**src/rtl/mmio_pkg.sv**
```systemverilog
package mmio_pkg;
  typedef enum logic [1:0] {
    CMD_ACTION = 2'b00,
    CMD_PROBE  = 2'b01,
    CMD_FETCH  = 2'b10,
    CMD_SEND   = 2'b11
  } cmd_e;

  typedef enum logic [1:0] {
    SEL_NONE,
    SEL_STAT,
    SEL_DATA,
    SEL_CTRL
  } sel_e;

  localparam int ST_BUSY  = 0;
  localparam int ST_READY = 1;
  localparam int ST_ERR   = 2;
  localparam int ST_OVR   = 3;

  localparam int CW_IE       = 2;
  localparam int CW_ACT_LSB  = 4;
endpackage

```
**src/rtl/mmio_decode.sv**
```systemverilog
module mmio_decode
  import mmio_pkg::*;
#(
  parameter int          AW       = 32,
  parameter int          WIN_BITS = 28,
  parameter logic [AW-1:0] BASE   = 32'hF000_0000
) (
  input  logic          clk,
  input  logic          rst,
  input  logic          sel_i,
  input  logic [AW-1:0] addr_i,
  output sel_e          reg_o,
  output logic          hit_o
);
  localparam logic [WIN_BITS-1:0] OFF_STAT = WIN_BITS'(0);
  localparam logic [WIN_BITS-1:0] OFF_DATA = WIN_BITS'(4);
  localparam logic [WIN_BITS-1:0] OFF_CTRL = WIN_BITS'(8);

  logic                in_win;
  logic [WIN_BITS-1:0] off;

  assign in_win = (addr_i[AW-1:WIN_BITS] == BASE[AW-1:WIN_BITS]);
  assign off    = addr_i[WIN_BITS-1:0];

  always_comb begin
    reg_o = SEL_NONE;
    if (sel_i && in_win) begin
      unique case (off)
        OFF_STAT: reg_o = SEL_STAT;
        OFF_DATA: reg_o = SEL_DATA;
        OFF_CTRL: reg_o = SEL_CTRL;
        default:  reg_o = SEL_NONE;
      endcase
    end
  end

  always_ff @(posedge clk) begin
    if (rst) hit_o <= 1'b0;
    else     hit_o <= sel_i && in_win;
  end

  p_no_hit_outside_r1: assert property (@(posedge clk) disable iff (rst)
    (sel_i && (addr_i[AW-1:WIN_BITS] != BASE[AW-1:WIN_BITS])) |=> !hit_o);
endmodule

```
**src/rtl/mmio_dev_fsm.sv**
```systemverilog
module mmio_dev_fsm #(
  parameter int DW = 8
) (
  input  logic          clk,
  input  logic          rst,
  input  logic          start_i,
  input  logic          start_dir_i,
  input  logic [DW-1:0] tx_i,
  output logic          busy_o,
  output logic          done_o,
  output logic          done_dir_o,
  output logic [DW-1:0] rx_o,
  output logic          perr_o,
  output logic          dev_req,
  output logic          dev_dir,
  output logic [DW-1:0] dev_wdata,
  output logic          dev_wpar,
  input  logic          dev_ack,
  input  logic [DW-1:0] dev_rdata,
  input  logic          dev_rpar
);
  typedef enum logic {S_IDLE, S_WAIT} st_e;
  st_e st_q;

  always_ff @(posedge clk) begin
    if (rst) begin
      st_q      <= S_IDLE;
      dev_req   <= 1'b0;
      dev_dir   <= 1'b0;
      dev_wdata <= '0;
      dev_wpar  <= 1'b0;
    end else begin
      unique case (st_q)
        S_IDLE: if (start_i) begin
          st_q      <= S_WAIT;
          dev_req   <= 1'b1;
          dev_dir   <= start_dir_i;
          dev_wdata <= tx_i;
          dev_wpar  <= ^tx_i;
        end
        S_WAIT: if (dev_ack) begin
          st_q    <= S_IDLE;
          dev_req <= 1'b0;
        end
        default: st_q <= S_IDLE;
      endcase
    end
  end

  assign busy_o     = (st_q == S_WAIT);
  assign done_o     = (st_q == S_WAIT) && dev_ack;
  assign done_dir_o = dev_dir;
  assign rx_o       = dev_rdata;
  assign perr_o     = !dev_dir && ((^dev_rdata) != dev_rpar);

  p_req_hold_r11: assert property (@(posedge clk) disable iff (rst)
    (dev_req && !dev_ack) |=> dev_req);
  p_req_drop_r11: assert property (@(posedge clk) disable iff (rst)
    (dev_req && dev_ack) |=> !dev_req);
  p_start_when_idle_r6: assert property (@(posedge clk) disable iff (rst)
    start_i |-> !busy_o);
  p_req_after_start_r3: assert property (@(posedge clk) disable iff (rst)
    start_i |=> (dev_req && busy_o));
endmodule

```
**src/rtl/mmio_regs.sv**
```systemverilog
module mmio_regs
  import mmio_pkg::*;
#(
  parameter int BW = 32,
  parameter int DW = 8
) (
  input  logic          clk,
  input  logic          rst,
  input  logic          acc_i,
  input  logic          we_i,
  input  sel_e          reg_i,
  input  logic [BW-1:0] wdata_i,
  input  logic          busy_i,
  input  logic          done_i,
  input  logic          done_dir_i,
  input  logic [DW-1:0] rx_i,
  input  logic          perr_i,
  output logic          start_o,
  output logic          start_dir_o,
  output logic [DW-1:0] tx_o,
  output logic [BW-1:0] rdata_o,
  output logic          irq_o,
  output logic          act_stb_o,
  output logic [3:0]    act_code_o
);
  logic          ready_q, ready_d, err_q, err_d, ovr_q, ovr_d, ie_q, ie_d;
  logic [1:0]    cmd_q, cmd_d;
  logic [3:0]    act_q, act_d;
  logic [DW-1:0] rx_q, rx_d, tx_q, tx_d;
  logic          stb_d;
  logic          wr_stat, wr_data, wr_ctrl, rd_data, is_xfer;
  logic [BW-1:0] rmux;
  logic          unused_wdata;

  assign unused_wdata = ^wdata_i[BW-1:8];
  assign wr_stat = acc_i && we_i && (reg_i == SEL_STAT);
  assign wr_data = acc_i && we_i && (reg_i == SEL_DATA);
  assign wr_ctrl = acc_i && we_i && (reg_i == SEL_CTRL);
  assign rd_data = acc_i && !we_i && (reg_i == SEL_DATA);
  assign is_xfer = wdata_i[1];

  always_comb begin
    ready_d     = ready_q;
    err_d       = err_q;
    ovr_d       = ovr_q;
    ie_d        = ie_q;
    cmd_d       = cmd_q;
    act_d       = act_q;
    rx_d        = rx_q;
    tx_d        = tx_q;
    stb_d       = 1'b0;
    start_o     = 1'b0;
    start_dir_o = wdata_i[0];
    if (wr_stat) begin
      if (wdata_i[ST_ERR]) err_d = 1'b0;
      if (wdata_i[ST_OVR]) ovr_d = 1'b0;
    end
    if (wr_data) tx_d = wdata_i[DW-1:0];
    if (rd_data) ready_d = 1'b0;
    if (wr_ctrl) begin
      if (is_xfer && busy_i) begin
        ovr_d = 1'b1;
      end else begin
        cmd_d = wdata_i[1:0];
        ie_d  = wdata_i[CW_IE];
        act_d = wdata_i[CW_ACT_LSB +: 4];
        if (is_xfer) begin
          start_o = 1'b1;
          ready_d = 1'b0;
        end else if (cmd_e'(wdata_i[1:0]) == CMD_ACTION) begin
          stb_d = 1'b1;
        end
      end
    end
    if (done_i) begin
      ready_d = 1'b1;
      if (!done_dir_i) begin
        rx_d = rx_i;
        if (perr_i) err_d = 1'b1;
      end
    end
  end

  always_comb begin
    rmux = '0;
    unique case (reg_i)
      SEL_STAT: begin
        rmux[ST_BUSY]  = busy_i;
        rmux[ST_READY] = ready_q;
        rmux[ST_ERR]   = err_q;
        rmux[ST_OVR]   = ovr_q;
      end
      SEL_DATA: rmux[DW-1:0] = rx_q;
      SEL_CTRL: begin
        rmux[1:0]              = cmd_q;
        rmux[CW_IE]            = ie_q;
        rmux[CW_ACT_LSB +: 4]  = act_q;
      end
      default: rmux = '0;
    endcase
  end

  always_ff @(posedge clk) begin
    if (rst) begin
      ready_q   <= 1'b0;
      err_q     <= 1'b0;
      ovr_q     <= 1'b0;
      ie_q      <= 1'b0;
      cmd_q     <= 2'b00;
      act_q     <= 4'h0;
      rx_q      <= '0;
      tx_q      <= '0;
      irq_o     <= 1'b0;
      act_stb_o <= 1'b0;
      rdata_o   <= '0;
    end else begin
      ready_q   <= ready_d;
      err_q     <= err_d;
      ovr_q     <= ovr_d;
      ie_q      <= ie_d;
      cmd_q     <= cmd_d;
      act_q     <= act_d;
      rx_q      <= rx_d;
      tx_q      <= tx_d;
      irq_o     <= ready_d && ie_d;
      act_stb_o <= stb_d;
      rdata_o   <= (acc_i && !we_i) ? rmux : '0;
    end
  end

  assign tx_o       = tx_q;
  assign act_code_o = act_q;

  p_irq_clear_r8: assert property (@(posedge clk) disable iff (rst)
    (rd_data && !done_i) |=> !irq_o);
  p_overrun_sticky_r6: assert property (@(posedge clk) disable iff (rst)
    (ovr_q && !(wr_stat && wdata_i[ST_OVR])) |=> ovr_q);
  p_stb_single_r5: assert property (@(posedge clk) disable iff (rst)
    act_stb_o |=> !act_stb_o);
endmodule

```
**src/rtl/mmio_io_unit.sv**
```systemverilog
module mmio_io_unit #(
  parameter int          AW        = 32,
  parameter int          BW        = 32,
  parameter int          DW        = 8,
  parameter int          WIN_BITS  = 28,
  parameter logic [31:0] BASE_ADDR = 32'hF000_0000
) (
  input  logic          clk,
  input  logic          rst,
  input  logic          bus_sel,
  input  logic          bus_we,
  input  logic [AW-1:0] bus_addr,
  input  logic [BW-1:0] bus_wdata,
  output logic [BW-1:0] bus_rdata,
  output logic          bus_hit,
  output logic          irq,
  output logic          dev_req,
  output logic          dev_dir,
  output logic [DW-1:0] dev_wdata,
  output logic          dev_wpar,
  input  logic          dev_ack,
  input  logic [DW-1:0] dev_rdata,
  input  logic          dev_rpar,
  output logic          dev_act_stb,
  output logic [3:0]    dev_act_code
);
  import mmio_pkg::*;

  sel_e          reg_sel;
  logic          busy, done, done_dir, perr, start, start_dir;
  logic [DW-1:0] rx, tx;

  mmio_decode #(.AW(AW), .WIN_BITS(WIN_BITS), .BASE(AW'(BASE_ADDR))) u_dec (
    .clk(clk), .rst(rst), .sel_i(bus_sel), .addr_i(bus_addr),
    .reg_o(reg_sel), .hit_o(bus_hit)
  );

  mmio_regs #(.BW(BW), .DW(DW)) u_regs (
    .clk(clk), .rst(rst), .acc_i(bus_sel), .we_i(bus_we), .reg_i(reg_sel),
    .wdata_i(bus_wdata), .busy_i(busy), .done_i(done), .done_dir_i(done_dir),
    .rx_i(rx), .perr_i(perr), .start_o(start), .start_dir_o(start_dir),
    .tx_o(tx), .rdata_o(bus_rdata), .irq_o(irq), .act_stb_o(dev_act_stb),
    .act_code_o(dev_act_code)
  );

  mmio_dev_fsm #(.DW(DW)) u_fsm (
    .clk(clk), .rst(rst), .start_i(start), .start_dir_i(start_dir), .tx_i(tx),
    .busy_o(busy), .done_o(done), .done_dir_o(done_dir), .rx_o(rx),
    .perr_o(perr), .dev_req(dev_req), .dev_dir(dev_dir),
    .dev_wdata(dev_wdata), .dev_wpar(dev_wpar), .dev_ack(dev_ack),
    .dev_rdata(dev_rdata), .dev_rpar(dev_rpar)
  );
endmodule

```
**config.mk**
```make
export PLATFORM = sky130hd
export DESIGN_NAME = mmio_io_unit
export DESIGN_NICKNAME = d
export VERILOG_FILES = /design/src/rtl/mmio_pkg.sv /design/src/rtl/mmio_decode.sv /design/src/rtl/mmio_dev_fsm.sv /design/src/rtl/mmio_regs.sv /design/src/rtl/mmio_io_unit.sv
export SDC_FILE = /design/constraint.sdc
export NUM_CORES = 1
export LEC_CHECK = 0
export BUFFER_PORTS_ARGS = -buffer_cell sky130_fd_sc_hd__buf_4
export CORE_UTILIZATION = 39
export CTS_CLUSTER_SIZE = 10
export DETAILED_ROUTE_END_ITERATION = 10
export PLACE_DENSITY = 0.8
export SYNTH_ARGS = -nofsm -noshare
export SYNTH_HDL_FRONTEND = slang
export SYNTH_SLANG_ARGS = --single-unit
export TNS_END_PERCENT = 1
```
**constraint.sdc**
```tcl
create_clock -name clk -period 2.1 [get_ports clk]
set_clock_uncertainty 0.05 [all_clocks]
set_input_delay 0 -clock clk [delete_from_list [all_inputs] [get_ports clk]]
set_output_delay 0 -clock clk [all_outputs]
set_load 0.1 [all_outputs]
```
==> flow_summary_export.csv, run 1 <==
group,metric,value,unit
worst_setup_path,path_buf_inv,5,
cells_and_area,instances_no_fill,417,
cts,htree_levels,2,
worst_setup_path,r2r_cells,4,
global_route,gr-total-overflow,0,
route,dr.pass1.iters,5,
cells_and_area,syn_to_final_growth,41.46,%
cells_and_area,diodes,0,
worst_setup_path,critPathKind,"in -> reg",
worst_setup_path,cp-start-kind,"input pin",
min_path,holdPathEnd,"u_regs.ovr_q$_SDFF_PP0_",
placed_design,placed_cells,389,
synth,post_synth_inst_count,245,
power,power,1.978,mW
worst_setup_path,path_max_fanout,8,
cts,cts_tree,"done",
synth,synth_warnings,0,
power,ir_drop,278.3,uV
floorplanning,fp.dieH,77.68,um
cts,clk_pin_slew,0.09,ns
synth,yosys_register_bits,49,
route,totalWireLength,5098,um
route,ant_nets,0,
synth,synth_flop_cell,"dfxtp_1",
placed_design,dp_hpwl,3713,um
sta,setup_viol,0,
cells_and_area,fin_nets,426,
cells_and_area,regArea,980.9,sq um
sta,max_slew_margin,0.5785,
worst_setup_path,cp_slowest_cell,"dlygate4sd3_1",
sta,rsz0062_at_grt,"false",
route,dr_total_vias,2019,
floorplanning,core,5507,sq um
global_route,antenna_found_initial,0,
synth,avgSynthCellArea,9.116,sq um
synth,yosys-top-cells-area,"dfxtp_1, buf_4, mux2i_1",
synth,ys_seq_area_frac,0.4392,
floorplanning,die_width,77.68,um
worst_setup_path,path_delay_family,"buffers and inverters",
floorplanning,ioPinCount,128,
sta,hold_viol,0,
sta,tightest_slew,0.6304,ns
floorplanning,placement_rows,27,
global_route,grt_pass1_vias,1852,
synth,yosys.area.top_type,"dfxtp_1",
route,drc,0,
sta,fmax,0.5182,GHz
route,routed_via_density,4.842,
min_path,hold_depth,4,
sta,period_share,0.9189,
worst_setup_path,cp-end-kind,"register",
outcome,run_status,"complete, no violations",
power,power.leakage,1.421,nW
worst_setup_path,timing.rr.start,"u_fsm.busy_o$_SDFF_PP0_",
cells_and_area,fill_cells,493,
worst_setup_path,critPathMaxStageDelay,0.52,ns
floorplanning,start_util,0.4056,
placed_design,gp_congestion,0.8552,
cells_and_area,drive_gt1_frac,0.2986,
synth,netlist_area,2233,sq um
synth,ys_types,35,
global_route,grt_usage,0.1710,
global_route,grt_max_degree,45,
route,detail_route.wl_per_cell,12.23,um
min_path,worstHoldStart,"bus_we",
worst_setup_path,critPathRequiredTime,2.23,ns
cells_and_area,multi_input_area,1119,sq um
placed_design,io_buffers,79,
cts,clockBufferDepth,2,
cts,cts-root-buf,"clkbuf_8",
cts,numCtsBuffers,5,
synth,synth_edf_count,0,
route,dr.first_iter.drc_count,123,
job,maxCapViolations,0,
synth,synthArstFlopShare,0,
sta,layout_min_cycle_time,1.930,ns
power,power_density,626.2,nW/um^2
worst_setup_path,cp.arrival,2.06,ns
worst_setup_path,r2r_slack,0.44,ns
cts,insertion_delay,0.30,ns
cts,cts_sinks,49,
sta,finalMaxSlewViolations,0,
worst_setup_path,rr_endpoint,"u_regs.err_q$_SDFF_PP0_",
synth,synth_top_area_share,0.4392,
global_route,grt_first_pass_wirelength,8066,um
worst_setup_path,path_cells,"dlygate4sd3_1 -> buf_4 -> nand3_1 -> nor4_2 -> buf_4 -> inv_1 -> ha_1 -> nand3_1 -> buf_12 -> mux2i_1 -> nor2_1",
floorplanning,die_area,6033,sq um
min_path,hp-class,"in -> reg",
[area by class of cell]
type                    instances  share of cell area
inverters                       1            0.001188
clock inverters                 2             0.01188
well taps                      72             0.02851
multi-input cells             182              0.3541
clock buffers                   6             0.02614
repair buffers                105              0.2677
flip-flops and latches         49              0.3105
[cells in the final DEF (no fill, tap or decap), drive strengths merged, types with 2 or more instances in the layout]
cell type / instances
ha: 4
nand3: 8
nor4: 7
clkbuf: 6
a222oi: 3
and3: 2
dfxtp: 49
dlygate4sd3: 18
a21oi: 16
a211oi: 2
nor2: 32
nand4: 3
conb: 24
a32oi: 2
nand3b: 3
xnor2: 10
a22oi: 5
buf: 87
nand2: 29
nor3: 4
and3b: 2
mux2i: 17
[where the power goes]
group	total [mW]	switching, mW	leakage [nW]	internal [mW]
sequential	0.928	0.0000637	0.394	0.928
clock	0.696	0.309	0.0574	0.387
combinational	0.354	0.247	0.970	0.108
total	1.98	0.555	1.42	1.42
[flip-flops by register name, indices dropped and copies added (netlist names), 2 cells and up]
register	flops
u_fsm.dev_wdata	8
u_regs.rdata_o	8
u_regs.rx_q	8
u_regs.tx_o	8
u_regs.act_code_o	4
u_regs.cmd_q	2
[layer usage]
layer	vias up	track usage	wire length, um
met5	-	0	0
met2	96	0.3088	2539
met4	0	0.06792	79
met1	925	0.1936	2058
met3	7	0.03765	421
li1	991	-	-
[worst max-delay path by stage]
stage	to	depth (start not counted)	start
floorplan	u_fsm.dev_wdata[7]$_SDFFE_PP0P_	11	bus_addr[22]
global placement	u_fsm.dev_wpar$_SDFFE_PP0P_	10	bus_addr[6]
detailed placement	u_fsm.dev_wpar$_SDFFE_PP0P_	10	bus_addr[6]
CTS	u_fsm.dev_wpar$_SDFFE_PP0P_	10	bus_addr[30]
global route	u_fsm.dev_wpar$_SDFFE_PP0P_	10	bus_addr[30]
finish	u_regs.tx_o[1]$_SDFFE_PP0P_	11	bus_addr[30]
[kinds of logic (layout without fill, tap and decap cells)]
logic type      Yosys count  count (layout)  share of synthesized area
xor+xnor                 13              13                    0.06386
other cells               1              24                   0.001679
flops                    49              49                     0.4392
buf+inv                  38             114                     0.1137
compound gates           29              29                    0.08684
mux                      17              17                    0.07619
simple gates             94              95                     0.1961
fa+ha+maj                 4               4                    0.02241
[Yosys cell counts (all sizes together), types with 4 or more instances]
library cell,number
xnor2,10
nor3,4
ha,4
mux2i,17
clkbuf,5
buf,32
dfxtp,49
nand3,8
a21oi,16
nand2,29
nor2,32
a22oi,5
nor4,7
[tightest hold or removal path: stages]
cell,delay [ns]
buf_4,0.13
nand4_1,0.08
a32oi_1,0.05
nor2_1,0.07
[stage by stage]
stage	cell area [sq um]	hold slack (ns)	setup WS, ns	utilization	TNS (ns)
final	3159	0.01695	0.1704	0.5737	0
after global routing	3159	0.05518	0.02131	0.5737	0
after CTS	3118	0.007391	0.08175	0.5662	0
after detailed placement	2818	0.1765	-0.03434	0.5117	-0.05868
after global placement	2818	0.1747	0.02139	0.5117	0
after floorplan	2320	0.02674	0.1150	-	0
[what timing repair did]
| action | in CTS | in global routing |
|---|---|---|
| buffers inserted | 0 | 1 |
| hold buffers | 18 | 0 |
| endpoints found under the setup margin | 0 | 14 |
| hold endpoints to repair | 29 | 0 |
| gates resized for setup | 0 | 6 |
(Power assumes the default switching activity.)
==> run 2: changes to the inputs <==
Settings changed: REMOVE_ABC_BUFFERS set to 1.
==> flow_summary_export.csv, run 2 (synthesized netlist as in run 1, its figures left out) <==
group,metric,value,unit
sta,fmax,0.5201,GHz
route,totalWireLength,5121,um
power,p_clk_frac,0.292,
sta,hold_viol,0,
power,share_comb_of_total_power,0.195,
power,power,1.811,mW
min_path,hp-class,"in -> reg",
floorplanning,ioPinCount,128,
global_route,grt_max_degree,45,
power,ir_drop,298.9,uV
route,ant_nets,0,
power,switching_power,0.5436,mW
global_route,antenna_found_initial,0,
route,detail_route.wl_per_cell,12.34,um
global_route,gr-total-overflow,0,
cts,cts-root-buf,"clkbuf_8",
cts,clk_pin_slew,0.08,ns
sta,setup_viol,0,
route,dr.first_iter.drc_count,173,
global_route,grt_first_pass_wirelength,7900,um
floorplanning,fp.dieH,77.68,um
cells_and_area,layout_common_cells,"buf_4, dfxtp_1, nor2_1",
floorplanning,die_width,77.68,um
power,netSwitchingFraction,0.3002,
floorplanning,core,5507,sq um
cts,post-cts-setup-buffer-count,0,
sta,finalMaxSlewViolations,0,
placed_design,place_ws,-0.08301,ns
worst_setup_path,critPathKind,"in -> reg",
sta,max_slew_margin,0.6001,
power,p_int,1.267,mW
placed_design,dp_hpwl,3853,um
worst_setup_path,cp-start-kind,"input pin",
worst_setup_path,cp.arrival,2.06,ns
worst_setup_path,path_cells,"dlygate4sd3_1 -> buf_4 -> nand3_2 -> nor4_2 -> buf_4 -> ha_1 -> and3_4 -> buf_4 -> nand2_4 -> mux2i_2 -> nor3_2",
floorplanning,die_area,6033,sq um
cts,insertion_delay,0.30,ns
worst_setup_path,path_max_fanout,7,
worst_setup_path,cp_slowest_cell,"dlygate4sd3_1",
cts,cts_sinks,49,
worst_setup_path,path_delay_family,"buffers and inverters",
sta,layout_min_cycle_time,1.923,ns
floorplanning,start_util,0.4056,
power,power.leakage,1.383,nW
global_route,grt_pass1_vias,1801,
power,sequentialPowerShare,0.513,
job,maxCapViolations,0,
route,dr_total_vias,2029,
route,routed_via_density,4.889,
cells_and_area,syn_to_final_growth,39.05,%
sta,period_share,0.9156,
sta,rsz0062_at_grt,"false",
cts,cts_tree,"done",
sta,setup_ws,0.1772,ns
route,drc,0,
worst_setup_path,crit_top_cell,"buf_4",
floorplanning,placement_rows,27,
route,dr.pass1.iters,4,
cts,clockBufferDepth,2,
placed_design,gp_congestion,0.7662,
placed_design,io_buffers,79,
worst_setup_path,path_buf_inv,4,
worst_setup_path,critPathRequiredTime,2.23,ns
cts,htree_levels,2,
cts,numCtsBuffers,5,
global_route,grt_usage,0.1661,
outcome,run_status,"complete, no violations",
sta,tightest_slew,0.5980,ns
cells_and_area,drive_gt1_frac,0.2945,
cells_and_area,fin_nets,424,
cells_and_area,post-route-util,0.5640,
cells_and_area,diodes,0,
power,power_density,583.1,nW/um^2
worst_setup_path,cp-end-kind,"register",
cells_and_area,layout_commonest_cell,"buf_4",
worst_setup_path,critPathMaxStageDelay,0.52,ns
==> run 2: routing by layer <==
metal / global-route usage / routed length (um) / up-vias
met5: 0 / 0 / -
met4: 0.07170 / 124 / 0
met3: 0.04353 / 417 / 14
met2: 0.2858 / 2503 / 110
met1: 0.1930 / 2076 / 920
li1: - / - / 985
==> run 2: per-stage QoR <==
step           std cells  area [sq um]  hold WS [ns]  setup TNS [ns]
2_1_floorplan        231          2069       0.01465         -0.2898
4_1_cts              414          3060       0.01825               0
3_3_place_gp         388          2798        0.1682               0
3_5_place_dp         388          2798        0.1720         -0.1427
5_1_grt              415          3105       0.04759               0
6_report             415          3105       0.03520               0
==> run 2: worst paths after layout <==
| check | from | end | slack [ns] | cells past startpoint |
|---|---|---|---|---|
| worst max-delay path | bus_addr[30] | u_regs.irq_o$_SDFF_PP0_ | 0.18 | 11 |
| worst min-delay path | bus_we | u_regs.ovr_q$_SDFF_PP0_ | 0.04 | 4 |
| worst max register to register | u_fsm.busy_o$_SDFF_PP0_ | u_regs.err_q$_SDFF_PP0_ | 0.56 | 4 |
| worst min register to register | u_fsm.dev_wdata[2]$_SDFFE_PP0P_ | u_fsm.dev_wdata[2]$_SDFFE_PP0P_ | 0.41 | 2 |
==> run 2: cell type report <==
class	instances	area [sq um]
Fill cell	494	2401
Multi-Input combinational cell	181	1120
Sequential cell	49	980.9
Timing Repair Buffer	104	828.3
Tap cell	72	90.09
Clock buffer	6	72.57
Clock inverter	2	10.01
Inverter	1	3.754
==> run 2: power by group through the flow <==
| stage | clock network, mW | registers (mW) | logic [mW] |
|---|---|---|---|
| global route | 0.587 | 0.929 | 0.367 |
| CTS | 0.545 | 0.928 | 0.351 |
| floorplan | 0 | 0.952 | 0.217 |
| finish | 0.529 | 0.928 | 0.354 |
| global placement | 0 | 0.950 | 0.324 |
| detailed placement | 0 | 0.950 | 0.324 |
==> run 2: what timing repair did <==
action	CTS	global route
hold buffers	18	1
endpoints found under the hold margin	29	1
setup endpoints to repair	0	4
resized for setup	0	7
==> run 2: tightest hold or removal path, cell delays in order <==
cell and delay [ns]:
buf_4 0.13, nand4_1 0.09, a32oi_1 0.05, nor2_1 0.08
==> run 3: changes to the inputs <==
Settings changed: CORE_MARGIN set to 2.
==> flow_summary_export.csv, run 3 (synthesized netlist as in run 1, its figures left out) <==
group,metric,value,unit
cts,numCtsBuffers,5,
cells_and_area,post-route-util,0.5746,
power,ir_drop,280.8,uV
floorplanning,fp.dieH,79.68,um
sta,rsz0062_at_grt,"true",
global_route,grt_first_pass_wirelength,8618,um
placed_design,dp_hpwl,3906,um
worst_setup_path,critPathMaxStageDelay,0.54,ns
cts,cts_tree,"done",
sta,period_share,0.9391,
worst_setup_path,cp-end-kind,"register",
cts,cts_sinks,49,
global_route,met2_usage,0.2958,
cts,cts-root-buf,"clkbuf_8",
cells_and_area,layout_common_cells,"buf_4, dfxtp_1, nor2_1",
power,power,1.879,mW
min_path,hp-class,"in -> reg",
cts,htree_levels,2,
sta,hold_viol,0,
global_route,gr-total-overflow,0,
cts,clockBufferDepth,2,
worst_setup_path,cp_slowest_cell,"dlygate4sd3_1",
power,p_clk_frac,0.317,
route,routed_via_density,4.795,
cells_and_area,layout_commonest_cell,"buf_4",
floorplanning,core,5507,sq um
route,dr.first_iter.drc_count,112,
power,p_int,1.334,mW
cells_and_area,syn_to_final_growth,41.68,%
route,totalWireLength,5387,um
global_route,grt_max_degree,45,
worst_setup_path,path_buf_inv,4,
route,dr.pass1.iters,4,
cts,clk_pin_slew,0.09,ns
floorplanning,ioPinCount,128,
floorplanning,placement_rows,27,
route,detail_route.wl_per_cell,12.86,um
cells_and_area,diodes,0,
global_route,grt_usage,0.1722,
power,power_density,593.7,nW/um^2
worst_setup_path,path_cells,"dlygate4sd3_1 -> buf_4 -> nand3_2 -> nor4_4 -> buf_4 -> ha_1 -> and3_4 -> buf_4 -> nand2_4 -> mux2i_2 -> nor3_2",
worst_setup_path,path_delay_family,"buffers and inverters",
global_route,gr-usage-met3,0.02715,
route,ant_nets,0,
power,sequentialPowerShare,0.494,
global_route,antenna_found_initial,0,
placed_design,io_buffers,79,
power,share_comb_of_total_power,0.189,
worst_setup_path,cp-start-kind,"input pin",
worst_setup_path,crit_top_cell,"buf_4",
global_route,grt_pass1_vias,1982,
floorplanning,start_util,0.4056,
floorplanning,die_width,79.68,um
sta,layout_min_cycle_time,1.972,ns
cells_and_area,fin_area,3164,sq um
cells_and_area,drive_gt1_frac,0.3084,
sta,finalMaxSlewViolations,0,
sta,whs,0.006176,ns
power,switching_power,0.5449,mW
placed_design,dpl-instance-area,2835,sq um
worst_setup_path,path_max_fanout,7,
cts,post-cts-setup-buffer-count,0,
route,dr_total_vias,2009,
route,drc,0,
worst_setup_path,critPathRequiredTime,2.23,ns
placed_design,gp_congestion,0.8060,
sta,setup_viol,0,
global_route,gr-usage-met1,0.2082,
power,power.leakage,1.427,nW
floorplanning,die_area,6348,sq um
cells_and_area,fin_nets,428,
worst_setup_path,cp.arrival,2.10,ns
worst_setup_path,critPathKind,"in -> reg",
cts,insertion_delay,0.30,ns
sta,fmax,0.5071,GHz
outcome,run_status,"complete, no violations",
power,netSwitchingFraction,0.2900,
global_route,grt-busiest-layer,"met2",
job,maxCapViolations,0,
[run 3: cell types whose count changed in the layout (fill, tap and decap cells not counted)]
cell	change
clkinv_2	-1
dlygate4sd3_1	-1
buf_6	+1
nor4_4	+1
buf_4	+4
clkbuf_1	-1
nor4_2	-1
clkbuf_8	+2
[run 3: stage by stage]
step | cells | setup slack (ns) | TNS, ns
floorplan | 231 | -0.1327 | -0.2898
global placement | 393 | 0.009624 | 0
detailed placement | 393 | -0.1193 | -0.3457
CTS | 419 | 0.03429 | 0
global route | 419 | -0.01099 | -0.01099
finish | 419 | 0.1278 | 0
[run 3: path summary, 6_finish.rpt]
| kind | startpoint | endpoint | slack [ns] | cells past startpoint |
|---|---|---|---|---|
| max | bus_addr[30] | u_regs.irq_o$_SDFF_PP0_ | 0.13 | 11 |
| min | bus_sel | u_dec.hit_o$_SDFF_PP0_ | 0.006 | 3 |
| max reg2reg | u_fsm.busy_o$_SDFF_PP0_ | u_regs.irq_o$_SDFF_PP0_ | 0.69 | 4 |
| min reg2reg | u_fsm.dev_wdata[3]$_SDFFE_PP0P_ | u_fsm.dev_wdata[3]$_SDFFE_PP0P_ | 0.41 | 2 |
[run 3: metal layers]
metal	vias up	share of wire
met4	0	0.015
met1	909	0.40
met2	103	0.51
met5	-	0
li1	990	-
met3	7	0.077
[run 3: worst reg2reg max path, cell delays in order, from the launching register on]
cell,delay [ns]
dfxtp_1,0.49
nand2_1,0.23
nand2_4,0.17
mux2i_2,0.28
nor3_2,0.07
[run 3: what timing repair did]
action / CTS / global route
hold buffers: 18 / 0
endpoints found under the hold margin: 29 / 0
endpoints found under the setup margin: 0 / 28
resized for setup: 0 / 10
[run 3: power groups by stage]
stage	combinational, mW	sequential [mW]	clock (mW)
after floorplan	0.217	0.952	0
after global placement	0.323	0.950	0
after detailed placement	0.324	0.950	0
after CTS	0.351	0.928	0.608
after global routing	0.370	0.929	0.662
final	0.355	0.928	0.596
[run 3: final cells by class]
type | count | area (sq um)
inverter | 1 | 3.754
clock inverter | 1 | 5.005
tap | 72 | 90.09
sequential | 49 | 980.9
fill | 479 | 2342
multi-input combinational | 181 | 1129
clock buffer | 7 | 96.34
timing repair buffer | 108 | 859.6
